[config.mk]
export PLATFORM = sky130hd
export DESIGN_NAME = bte_top
export DESIGN_NICKNAME = d
export VERILOG_FILES = /design/src/rtl/bte_pkg.sv /design/src/rtl/bte_script.sv /design/src/rtl/bte_codec.sv /design/src/rtl/bte_lane.sv /design/src/rtl/bte_top.sv
export SDC_FILE = /design/constraint.sdc
export NUM_CORES = 1
export LEC_CHECK = 0
export CORE_MARGIN = 1
export CORE_UTILIZATION = 31
export CTS_CLUSTER_DIAMETER = 80
export CTS_CLUSTER_SIZE = 28
export DETAILED_ROUTE_END_ITERATION = 10
export HOLD_SLACK_MARGIN = 0.05
export PLACE_DENSITY = 0.58
export SYNTH_ARGS = -nofsm -noshare
export SYNTH_HDL_FRONTEND = slang
export SYNTH_HIERARCHICAL = 1
export SYNTH_SLANG_ARGS = --single-unit
export TNS_END_PERCENT = 20
[constraint.sdc]
create_clock -name clk -period 10.53 [get_ports clk]
set_clock_uncertainty 0.2 [all_clocks]
set_input_delay 3.159 -clock clk [delete_from_list [all_inputs] [get_ports clk]]
set_output_delay 3.159 -clock clk [all_outputs]
set_load 0.01 [all_outputs]
[src/rtl/bte_pkg.sv]
package bte_pkg;

  typedef enum logic [3:0] {
    OP_NONE    = 4'd0,
    OP_WR_DATA = 4'd1,
    OP_WR_CTRL = 4'd2,
    OP_WR_ADDR = 4'd3,
    OP_WR_EPP  = 4'd4,
    OP_RD_STAT = 4'd5,
    OP_RD_PAIR = 4'd6,
    OP_RD_DATA = 4'd7,
    OP_RD_EPP  = 4'd8
  } port_op_e;

  typedef enum logic [1:0] {
    SEC_PRE  = 2'd0,
    SEC_BODY = 2'd1,
    SEC_POST = 2'd2
  } section_e;

  localparam logic [2:0] MODE_NIB  = 3'd0;
  localparam logic [2:0] MODE_53   = 3'd1;
  localparam logic [2:0] MODE_BYTE = 3'd2;
  localparam logic [2:0] MODE_W8   = 3'd3;
  localparam logic [2:0] MODE_W16  = 3'd4;
  localparam logic [2:0] MODE_W32  = 3'd5;

endpackage

[src/rtl/bte_script.sv]
// Fixed per-mode operation scripts: preamble, per-byte read body, trailer.
module bte_script
  import bte_pkg::*;
(
  input  logic [2:0] mode,
  input  logic       wr,
  input  section_e   sec,
  input  logic [2:0] idx,
  input  logic       ph,
  output port_op_e   op,
  output logic [7:0] val,
  output logic       last,
  output logic       empty
);

  logic wide;
  assign wide = (mode >= MODE_W8);

  always_comb begin
    op    = OP_NONE;
    val   = 8'h00;
    last  = 1'b1;
    empty = 1'b0;
    if (!wr) begin
      unique case (sec)
        SEC_PRE: begin
          if (wide) begin
            case (idx)
              3'd0:    begin op = OP_WR_ADDR; val = 8'h00; last = 1'b0; end
              default: begin op = OP_WR_CTRL; val = 8'h24; end
            endcase
          end else if (mode == MODE_NIB) begin
            case (idx)
              3'd0:    begin op = OP_WR_DATA; val = 8'h81; last = 1'b0; end
              3'd1:    begin op = OP_WR_CTRL; val = 8'h01; last = 1'b0; end
              3'd2:    begin op = OP_WR_CTRL; val = 8'h03; last = 1'b0; end
              default: begin op = OP_WR_DATA; val = 8'hC1; end
            endcase
          end else if (mode == MODE_53) begin
            case (idx)
              3'd0:    begin op = OP_WR_DATA; val = 8'h91; last = 1'b0; end
              3'd1:    begin op = OP_WR_CTRL; val = 8'h01; last = 1'b0; end
              3'd2:    begin op = OP_WR_DATA; val = 8'h10; last = 1'b0; end
              3'd3:    begin op = OP_WR_CTRL; val = 8'h03; last = 1'b0; end
              3'd4:    begin op = OP_WR_DATA; val = 8'h51; last = 1'b0; end
              3'd5:    begin op = OP_WR_CTRL; val = 8'h05; last = 1'b0; end
              default: begin op = OP_WR_DATA; val = 8'hD1; end
            endcase
          end else begin
            case (idx)
              3'd0:    begin op = OP_WR_DATA; val = 8'h89; last = 1'b0; end
              3'd1:    begin op = OP_WR_CTRL; val = 8'h01; last = 1'b0; end
              3'd2:    begin op = OP_WR_CTRL; val = 8'h23; last = 1'b0; end
              default: begin op = OP_WR_CTRL; val = 8'h21; end
            endcase
          end
        end
        SEC_BODY: begin
          if (mode == MODE_NIB) begin
            case (idx)
              3'd0:    begin op = OP_WR_CTRL; val = {6'd0, 1'b1, ph}; last = 1'b0; end
              3'd1:    begin op = OP_RD_STAT; last = 1'b0; end
              3'd2:    begin op = OP_WR_CTRL; val = {5'd0, 1'b1, 1'b0, ph}; last = 1'b0; end
              default: begin op = OP_RD_STAT; end
            endcase
          end else if (mode == MODE_53) begin
            case (idx)
              3'd0:    begin op = OP_WR_CTRL; val = {5'd0, 1'b1, 1'b0, ph}; last = 1'b0; end
              default: begin op = OP_RD_PAIR; end
            endcase
          end else begin
            case (idx)
              3'd0:    begin op = OP_WR_CTRL; val = {7'b0010010, ph}; last = 1'b0; end
              default: begin op = OP_RD_DATA; end
            endcase
          end
        end
        default: begin
          if (wide) begin
            op = OP_WR_CTRL; val = 8'h04;
          end else if (mode == MODE_BYTE) begin
            case (idx)
              3'd0:    begin op = OP_WR_CTRL; val = 8'h06; last = 1'b0; end
              default: begin op = OP_WR_CTRL; val = 8'h04; end
            endcase
          end else begin
            case (idx)
              3'd0:    begin op = OP_WR_DATA; val = 8'h00; last = 1'b0; end
              default: begin op = OP_WR_CTRL; val = 8'h04; end
            endcase
          end
        end
      endcase
    end else begin
      unique case (sec)
        SEC_PRE: begin
          if (wide) begin
            op = OP_WR_ADDR; val = 8'h40;
          end else begin
            case (idx)
              3'd0:    begin op = OP_WR_DATA; val = 8'hA1; last = 1'b0; end
              3'd1:    begin op = OP_WR_CTRL; val = 8'h01; last = 1'b0; end
              3'd2:    begin op = OP_WR_CTRL; val = 8'h03; last = 1'b0; end
              3'd3:    begin op = OP_WR_CTRL; val = 8'h01; last = 1'b0; end
              default: begin op = OP_WR_CTRL; val = 8'h05; end
            endcase
          end
        end
        SEC_POST: begin
          if (wide) begin
            empty = 1'b1;
          end else begin
            case (idx)
              3'd0:    begin op = OP_WR_CTRL; val = 8'h07; last = 1'b0; end
              default: begin op = OP_WR_CTRL; val = 8'h04; end
            endcase
          end
        end
        default: empty = 1'b1;
      endcase
    end
  end

endmodule

[src/rtl/bte_codec.sv]
// Rebuilds one byte from the samples of a legacy read slot.
module bte_codec
  import bte_pkg::*;
(
  input  logic [2:0] mode,
  input  logic [7:0] samp_a,
  input  logic [7:0] samp_b,
  output logic [7:0] byte_out
);

  always_comb begin
    case (mode)
      MODE_NIB: byte_out = {samp_b[7:4], samp_a[7:4]};
      MODE_53:  byte_out = {samp_b[3:1], samp_a[7:3]};
      default:  byte_out = samp_a;
    endcase
  end

endmodule

[src/rtl/bte_lane.sv]
// Byte-lane packer/unpacker for wide data-cycle units, low lane first.
module bte_lane #(
  parameter  int WORD_BYTES = 4,
  localparam int LANE_W     = (WORD_BYTES > 1) ? $clog2(WORD_BYTES) : 1,
  localparam int WORD_W     = 8 * WORD_BYTES
) (
  input  logic              clk,
  input  logic              rst_n,
  input  logic              clr,
  input  logic [LANE_W-1:0] last_lane,
  input  logic              push,
  input  logic [7:0]        byte_in,
  input  logic              load,
  input  logic [WORD_W-1:0] word_in,
  input  logic              adv,
  output logic [7:0]        byte_out,
  output logic [WORD_W-1:0] word_out,
  output logic              at_last
);

  logic [LANE_W-1:0] lane_q;
  logic [WORD_W-1:0] word_q;

  assign at_last  = (lane_q == last_lane);
  assign byte_out = word_q[{lane_q, 3'b000} +: 8];

  always_ff @(posedge clk) begin
    if (!rst_n || clr) begin
      lane_q <= '0;
      if (!rst_n) word_q <= '0;
    end else if (load) begin
      word_q <= word_in;
      lane_q <= '0;
    end else if (push) begin
      word_q[{lane_q, 3'b000} +: 8] <= byte_in;
      lane_q <= at_last ? '0 : lane_q + 1'b1;
    end else if (adv) begin
      lane_q <= at_last ? '0 : lane_q + 1'b1;
    end
  end

  for (genvar g = 0; g < WORD_BYTES; g++) begin : g_mask
    assign word_out[g*8 +: 8] = (LANE_W'(g) <= last_lane) ? word_q[g*8 +: 8] : 8'h00;
  end

endmodule

[src/rtl/bte_top.sv]
module bte_top
  import bte_pkg::*;
#(
  parameter  int          CNT_W      = 16,
  parameter  int          WORD_BYTES = 4,
  parameter  int          BLK_THRESH = 512,
  parameter  logic [7:0]  SIZE_REG   = 8'h84,
  localparam int          WORD_W     = 8 * WORD_BYTES,
  localparam int          LANE_W     = (WORD_BYTES > 1) ? $clog2(WORD_BYTES) : 1
) (
  input  logic              clk,
  input  logic              rst_n,
  input  logic              start,
  input  logic              dir_wr,
  input  logic [2:0]        mode,
  input  logic [CNT_W-1:0]  count,
  output logic              done,
  input  logic              wr_valid,
  output logic              wr_ready,
  input  logic [7:0]        wr_data,
  output logic              rd_valid,
  input  logic              rd_ready,
  output logic [7:0]        rd_data,
  output logic [3:0]        port_op,
  output logic [WORD_W-1:0] port_val,
  output logic [1:0]        port_size,
  input  logic [WORD_W-1:0] port_in_a,
  input  logic [7:0]        port_in_b,
  output logic              cfg_valid,
  input  logic              cfg_ready,
  output logic [7:0]        cfg_addr,
  output logic [7:0]        cfg_data
);

  typedef enum logic [3:0] {
    S_IDLE, S_REGPRE, S_PRE, S_BODY, S_EMIT, S_WGET, S_WDATA, S_WSTB,
    S_EGET, S_EPUT, S_ERD, S_EOUT, S_POST, S_REGPOST, S_DONE
  } st_e;

  st_e              st_q;
  logic [2:0]       mode_q;
  logic             wr_q;
  logic [CNT_W-1:0] count_q;
  logic [CNT_W-1:0] left_q;
  logic [2:0]       idx_q;
  logic             ph_q;
  logic [7:0]       a_q, b_q, byte_q, last_q;
  logic             last_vld_q;

  // ---- derived control ----
  logic     wide;
  logic     post_reg;
  logic     start_ok, start_pre_reg;
  logic [1:0] start_shift;
  st_e      post_st, body_st;
  logic     unit_last;

  assign wide          = (mode_q >= MODE_W8);
  assign post_reg      = wide && (!wr_q || (int'(count_q) < BLK_THRESH));
  assign start_ok      = start && (mode <= MODE_W32);
  assign start_pre_reg = (mode >= MODE_W8) &&
                         (dir_wr ? (int'(count) < BLK_THRESH) : (int'(count) > BLK_THRESH));
  assign start_shift   = (mode == MODE_W16) ? 2'd1 : (mode == MODE_W32) ? 2'd2 : 2'd0;
  assign unit_last     = (left_q == CNT_W'(1));

  always_comb begin
    if (!wide || !wr_q)  post_st = S_POST;
    else if (post_reg)   post_st = S_REGPOST;
    else                 post_st = S_DONE;
    if (left_q == '0)    body_st = post_st;
    else if (wide)       body_st = wr_q ? S_EGET : S_ERD;
    else                 body_st = wr_q ? S_WGET : S_BODY;
  end

  // ---- script lookup ----
  section_e sec;
  port_op_e s_op;
  logic [7:0] s_val;
  logic     s_last, s_empty;

  assign sec = (st_q == S_PRE) ? SEC_PRE : (st_q == S_POST) ? SEC_POST : SEC_BODY;

  bte_script u_script (
    .mode  (mode_q),
    .wr    (wr_q),
    .sec   (sec),
    .idx   (idx_q),
    .ph    (ph_q),
    .op    (s_op),
    .val   (s_val),
    .last  (s_last),
    .empty (s_empty)
  );

  // ---- legacy byte assembly ----
  logic [7:0] codec_byte;

  bte_codec u_codec (
    .mode     (mode_q),
    .samp_a   (a_q),
    .samp_b   (b_q),
    .byte_out (codec_byte)
  );

  // ---- wide unit lanes ----
  logic [LANE_W-1:0] last_lane;
  logic              ln_push, ln_load, ln_adv, ln_last;
  logic [7:0]        ln_byte;
  logic [WORD_W-1:0] ln_word;

  always_comb begin
    if (mode_q == MODE_W16)      last_lane = LANE_W'(1);
    else if (mode_q == MODE_W32) last_lane = LANE_W'(3);
    else                         last_lane = '0;
  end

  assign ln_push = (st_q == S_EGET) && wr_valid;
  assign ln_load = (st_q == S_ERD);
  assign ln_adv  = (st_q == S_EOUT) && rd_ready;

  bte_lane #(.WORD_BYTES(WORD_BYTES)) u_lane (
    .clk       (clk),
    .rst_n     (rst_n),
    .clr       (start_ok && st_q == S_IDLE),
    .last_lane (last_lane),
    .push      (ln_push),
    .byte_in   (wr_data),
    .load      (ln_load),
    .word_in   (port_in_a),
    .adv       (ln_adv),
    .byte_out  (ln_byte),
    .word_out  (ln_word),
    .at_last   (ln_last)
  );

  // ---- sequencing ----
  always_ff @(posedge clk) begin
    if (!rst_n) begin
      st_q       <= S_IDLE;
      mode_q     <= '0;
      wr_q       <= 1'b0;
      count_q    <= '0;
      left_q     <= '0;
      idx_q      <= '0;
      ph_q       <= 1'b0;
      a_q        <= '0;
      b_q        <= '0;
      byte_q     <= '0;
      last_q     <= '0;
      last_vld_q <= 1'b0;
    end else begin
      unique case (st_q)
        S_IDLE: if (start_ok) begin
          mode_q     <= mode;
          wr_q       <= dir_wr;
          count_q    <= count;
          left_q     <= count >> start_shift;
          idx_q      <= '0;
          ph_q       <= !dir_wr;
          last_vld_q <= 1'b0;
          st_q       <= start_pre_reg ? S_REGPRE : S_PRE;
        end
        S_REGPRE: if (cfg_ready) st_q <= S_PRE;
        S_PRE: begin
          if (s_last) begin
            idx_q <= '0;
            st_q  <= body_st;
          end else idx_q <= idx_q + 3'd1;
        end
        S_BODY: begin
          if (s_op == OP_RD_STAT && idx_q == 3'd1) a_q <= port_in_a[7:0];
          if (s_op == OP_RD_STAT && idx_q == 3'd3) b_q <= port_in_a[7:0];
          if (s_op == OP_RD_PAIR) begin
            a_q <= port_in_a[7:0];
            b_q <= port_in_b;
          end
          if (s_op == OP_RD_DATA) a_q <= port_in_a[7:0];
          if (s_last) begin
            idx_q <= '0;
            st_q  <= S_EMIT;
          end else idx_q <= idx_q + 3'd1;
        end
        S_EMIT: if (rd_ready) begin
          ph_q   <= !ph_q;
          left_q <= left_q - 1'b1;
          st_q   <= unit_last ? post_st : S_BODY;
        end
        S_WGET: if (wr_valid) begin
          byte_q <= wr_data;
          st_q   <= (last_vld_q && wr_data == last_q) ? S_WSTB : S_WDATA;
        end
        S_WDATA: begin
          last_q     <= byte_q;
          last_vld_q <= 1'b1;
          st_q       <= S_WSTB;
        end
        S_WSTB: begin
          ph_q   <= !ph_q;
          left_q <= left_q - 1'b1;
          st_q   <= unit_last ? post_st : S_WGET;
        end
        S_EGET: if (wr_valid && ln_last) st_q <= S_EPUT;
        S_EPUT: begin
          left_q <= left_q - 1'b1;
          st_q   <= unit_last ? post_st : S_EGET;
        end
        S_ERD: st_q <= S_EOUT;
        S_EOUT: if (rd_ready && ln_last) begin
          left_q <= left_q - 1'b1;
          st_q   <= unit_last ? post_st : S_ERD;
        end
        S_POST: begin
          if (s_last || s_empty) begin
            idx_q <= '0;
            st_q  <= post_reg ? S_REGPOST : S_DONE;
          end else idx_q <= idx_q + 3'd1;
        end
        S_REGPOST: if (cfg_ready) st_q <= S_DONE;
        S_DONE:    st_q <= S_IDLE;
        default:   st_q <= S_IDLE;
      endcase
    end
  end

  // ---- outputs ----
  port_op_e op_c;

  always_comb begin
    op_c      = OP_NONE;
    port_val  = '0;
    port_size = 2'd0;
    rd_valid  = 1'b0;
    rd_data   = 8'h00;
    wr_ready  = 1'b0;
    cfg_valid = 1'b0;
    cfg_data  = 8'h00;
    done      = 1'b0;
    unique case (st_q)
      S_REGPRE: begin
        cfg_valid = 1'b1;
        cfg_data  = wr_q ? 8'd1 : 8'd3;
      end
      S_PRE, S_BODY, S_POST: begin
        op_c = s_empty ? OP_NONE : s_op;
        if (!s_empty) port_val = WORD_W'(s_val);
      end
      S_EMIT: begin
        rd_valid = 1'b1;
        rd_data  = codec_byte;
      end
      S_WGET, S_EGET: wr_ready = 1'b1;
      S_WDATA: begin
        op_c     = OP_WR_DATA;
        port_val = WORD_W'(byte_q);
      end
      S_WSTB: begin
        op_c     = OP_WR_CTRL;
        port_val = WORD_W'({5'd0, 1'b1, 1'b0, ph_q});
      end
      S_EPUT: begin
        op_c      = OP_WR_EPP;
        port_val  = ln_word;
        port_size = 2'(mode_q - MODE_W8);
      end
      S_ERD: begin
        op_c      = OP_RD_EPP;
        port_size = 2'(mode_q - MODE_W8);
      end
      S_EOUT: begin
        rd_valid = 1'b1;
        rd_data  = ln_byte;
      end
      S_REGPOST: cfg_valid = 1'b1;
      S_DONE:    done = 1'b1;
      default: ;
    endcase
  end

  assign port_op  = op_c;
  assign cfg_addr = SIZE_REG;

endmodule

==> impl_metrics.json <==
{
  "status": "complete, no violations",
  "cp_top_family": "simple AND/OR/NAND/NOR gates",
  "cts_root_buf": "clkbuf_16",
  "die-area_um2": 26200,
  "nets": 1130,
  "fin_cells": 1377,
  "grt-ovfl-total": 0,
  "path_cells": "nand4bb_1 -> inv_1 -> nor2_1 -> or3_1 -> o211ai_1 -> nand2b_1 -> nor4b_1 -> a21oi_1 -> o32ai_1 -> clkdlybuf4s50_1",
  "worst_hold_slack_ns": 0.253,
  "post-dp-hpwl_um": 18400,
  "wirelength_um": 25700,
  "seqCellArea_um2": 2340,
  "drive_gt1_share_pct": 5.83,
  "clk_latency_ns": 0.35,
  "maxSlewViolCount": 0,
  "ir_drop_v": 0.0000923,
  "drc": 0,
  "internal-power_w": 0.000881,
  "worst_slack_ns": 2.20,
  "syn_to_final_growth_pct": 19.6,
  "post_cts_resized": 0,
  "grt_pass1_wl_um": 39500,
  "grt_pass1_vias": 6900,
  "cts_inserted_buffers": 9,
  "clk_path_buf_depth": 2,
  "path_class": "flop to output port",
  "pwr-share-clk_pct": 23.9,
  "clkTransAtPathRegs_ns": 0.07,
  "drtAntennaViolNets": 0,
  "io_buffers": 124,
  "synthCells": 982,
  "endpoint_kind": "output port",
  "multi_input_area_um2": 5000,
  "setup_violations": 0,
  "die_h_um": 162,
  "maxCapViolations": 0,
  "die_x_um": 162,
  "vias": 7718,
  "start_util_pct": 31.5,
  "viasPerCell": 5.60,
  "top_level_ports": 140,
  "wl_per_cell_um": 18.6,
  "antenna_found_initial": 0,
  "seqPwrFrac_pct": 35.5,
  "cp_max_fo": 31,
  "slew_headroom_pct": 25.3,
  "postSynthAreaPerCell_um2": 8.08,
  "pwr-share-comb_pct": 40.6,
  "preCtsSetupSlack_ns": 2.73,
  "core_area_um2": 25200,
  "post_cts_buffers": 0,
  "grt_max_degree": 69,
  "num-fill-cells": 2598,
  "fin_setup_tns_ns": 0,
  "p_sw_w": 0.000590,
  "tritoncts": "yes",
  "period_minus_slack_ns": 8.33,
  "slowest_delay_ns": 0.98,
  "p_leak_nw": 3.49,
  "fin_crit_sh_pct": 79.1,
  "fin_util_pct": 37.7,
  "globalplace.congestion": 0.868,
  "n_antenna_cell": 0,
  "crit_slowest_cell": "dfxtp_1",
  "post-place-cells": 1361,
  "synth_area_um2": 7940,
  "first_pass_iters": 5,
  "clock.fmax_mhz": 120,
  "h-tree-depth": 3,
  "powerDensity_nw_per_um2": 155,
  "yosysWarnings": 6,
  "cts.sinks": 101,
  "tightest_slew_ns": 1.11,
  "crit_arrival_ns": 4.98,
  "drtIter0Drc": 827,
  "hp-class": "flop to flop",
  "hold_viol_final": 0,
  "crit_required_ns": 7.17,
  "rsz0062_at_grt": "no",
  "critPathLaunchType": "flop",
  "path_buf_inv": 2,
  "swShare_pct": 40.1,
  "holdBufCountCts": 0,
  "grt_usage_pct": 19.1,
  "row_count": 58
}
tightest hold or removal path, cell delays in order, from the launching register on:
cell	delay [ns]
dfxtp_1	0.31
nand2_1	0.05
a21oi_1	0.05
through the flow:
step / cell area [µm²] / total power, W
6_report: 9490 / 0.00147
5_1_grt: 9490 / 0.00156
4_1_cts: 9490 / 0.00147
3_5_place_dp: 9180 / 0.00112
3_3_place_gp: 9180 / 0.00111
2_1_floorplan: 7980 / 0.000947
sequential cells by signal, indices dropped and copies added (netlist names):
name / count
a_q: 8
b_q: 7
byte_q: 8
count_q: 7
idx_q: 3
last_q: 8
last_vld_q: 1
left_q: 16
mode_q: 3
ph_q: 1
st_q: 4
u_lane/lane_q: 2
u_lane/word_q: 32
wr_q: 1
power groups by stage:
stage	registers [W]	clock network, W	logic, W
3_3_place_gp	0.000527	0	0.000582
2_1_floorplan	0.000490	0	0.000457
6_report	0.000522	0.000351	0.000598
5_1_grt	0.000529	0.000371	0.000655
4_1_cts	0.000520	0.000360	0.000591
3_5_place_dp	0.000529	0	0.000588
final cells by class:
class	count	area share, %
clock buffer	13	2.98
clock inverter	3	0.264
inverter	31	1.23
multi-input combinational	766	52.7
sequential	101	24.7
tap	330	4.35
timing repair buffer	133	13.8
cells in the final DEF, fill, tap and decap left out, types with 10 or more instances in the layout:
master and instances:
and2_1 36, ha_1 14, clkdlybuf4s50_1 124, nor4_1 12
nand2b_1 16, edfxtp_1 32, dfxtp_1 69, nor2b_1 49
a21oi_1 69, clkbuf_16 11, nand2_1 68, a211oi_1 17
and3_1 10, nor2_1 103, o21ai_0 35, o211ai_1 10
a221oi_1 33, inv_1 30, conb_1 15, nor3_1 46
mux2i_1 48
path summary, 6_finish.rpt:
path / startpoint / endpoint / slack [ns] / cells after the start
max: st_q[3] / port_op[1] / 2.20 / 10
min: count_q[9] / count_q[9] / 0.25 / 2
max reg2reg: st_q[3] / a_q[2] / 5.29 / 11
min reg2reg: count_q[9] / count_q[9] / 0.25 / 2
per-layer routing:
metal | wire length, µm | global-route usage [%] | part of all wire [%] | vias to the layer above
met5 | 0 | 0 | 0 | -
li1 | - | - | - | 3700
met2 | 11400 | 29.0 | 44 | 270
met3 | 1540 | 2.96 | 6.0 | 29
met1 | 12300 | 28.0 | 48 | 3719
met4 | 397 | 4.50 | 1.5 | 0
Note: power is estimated with default switching activity, not from simulation.
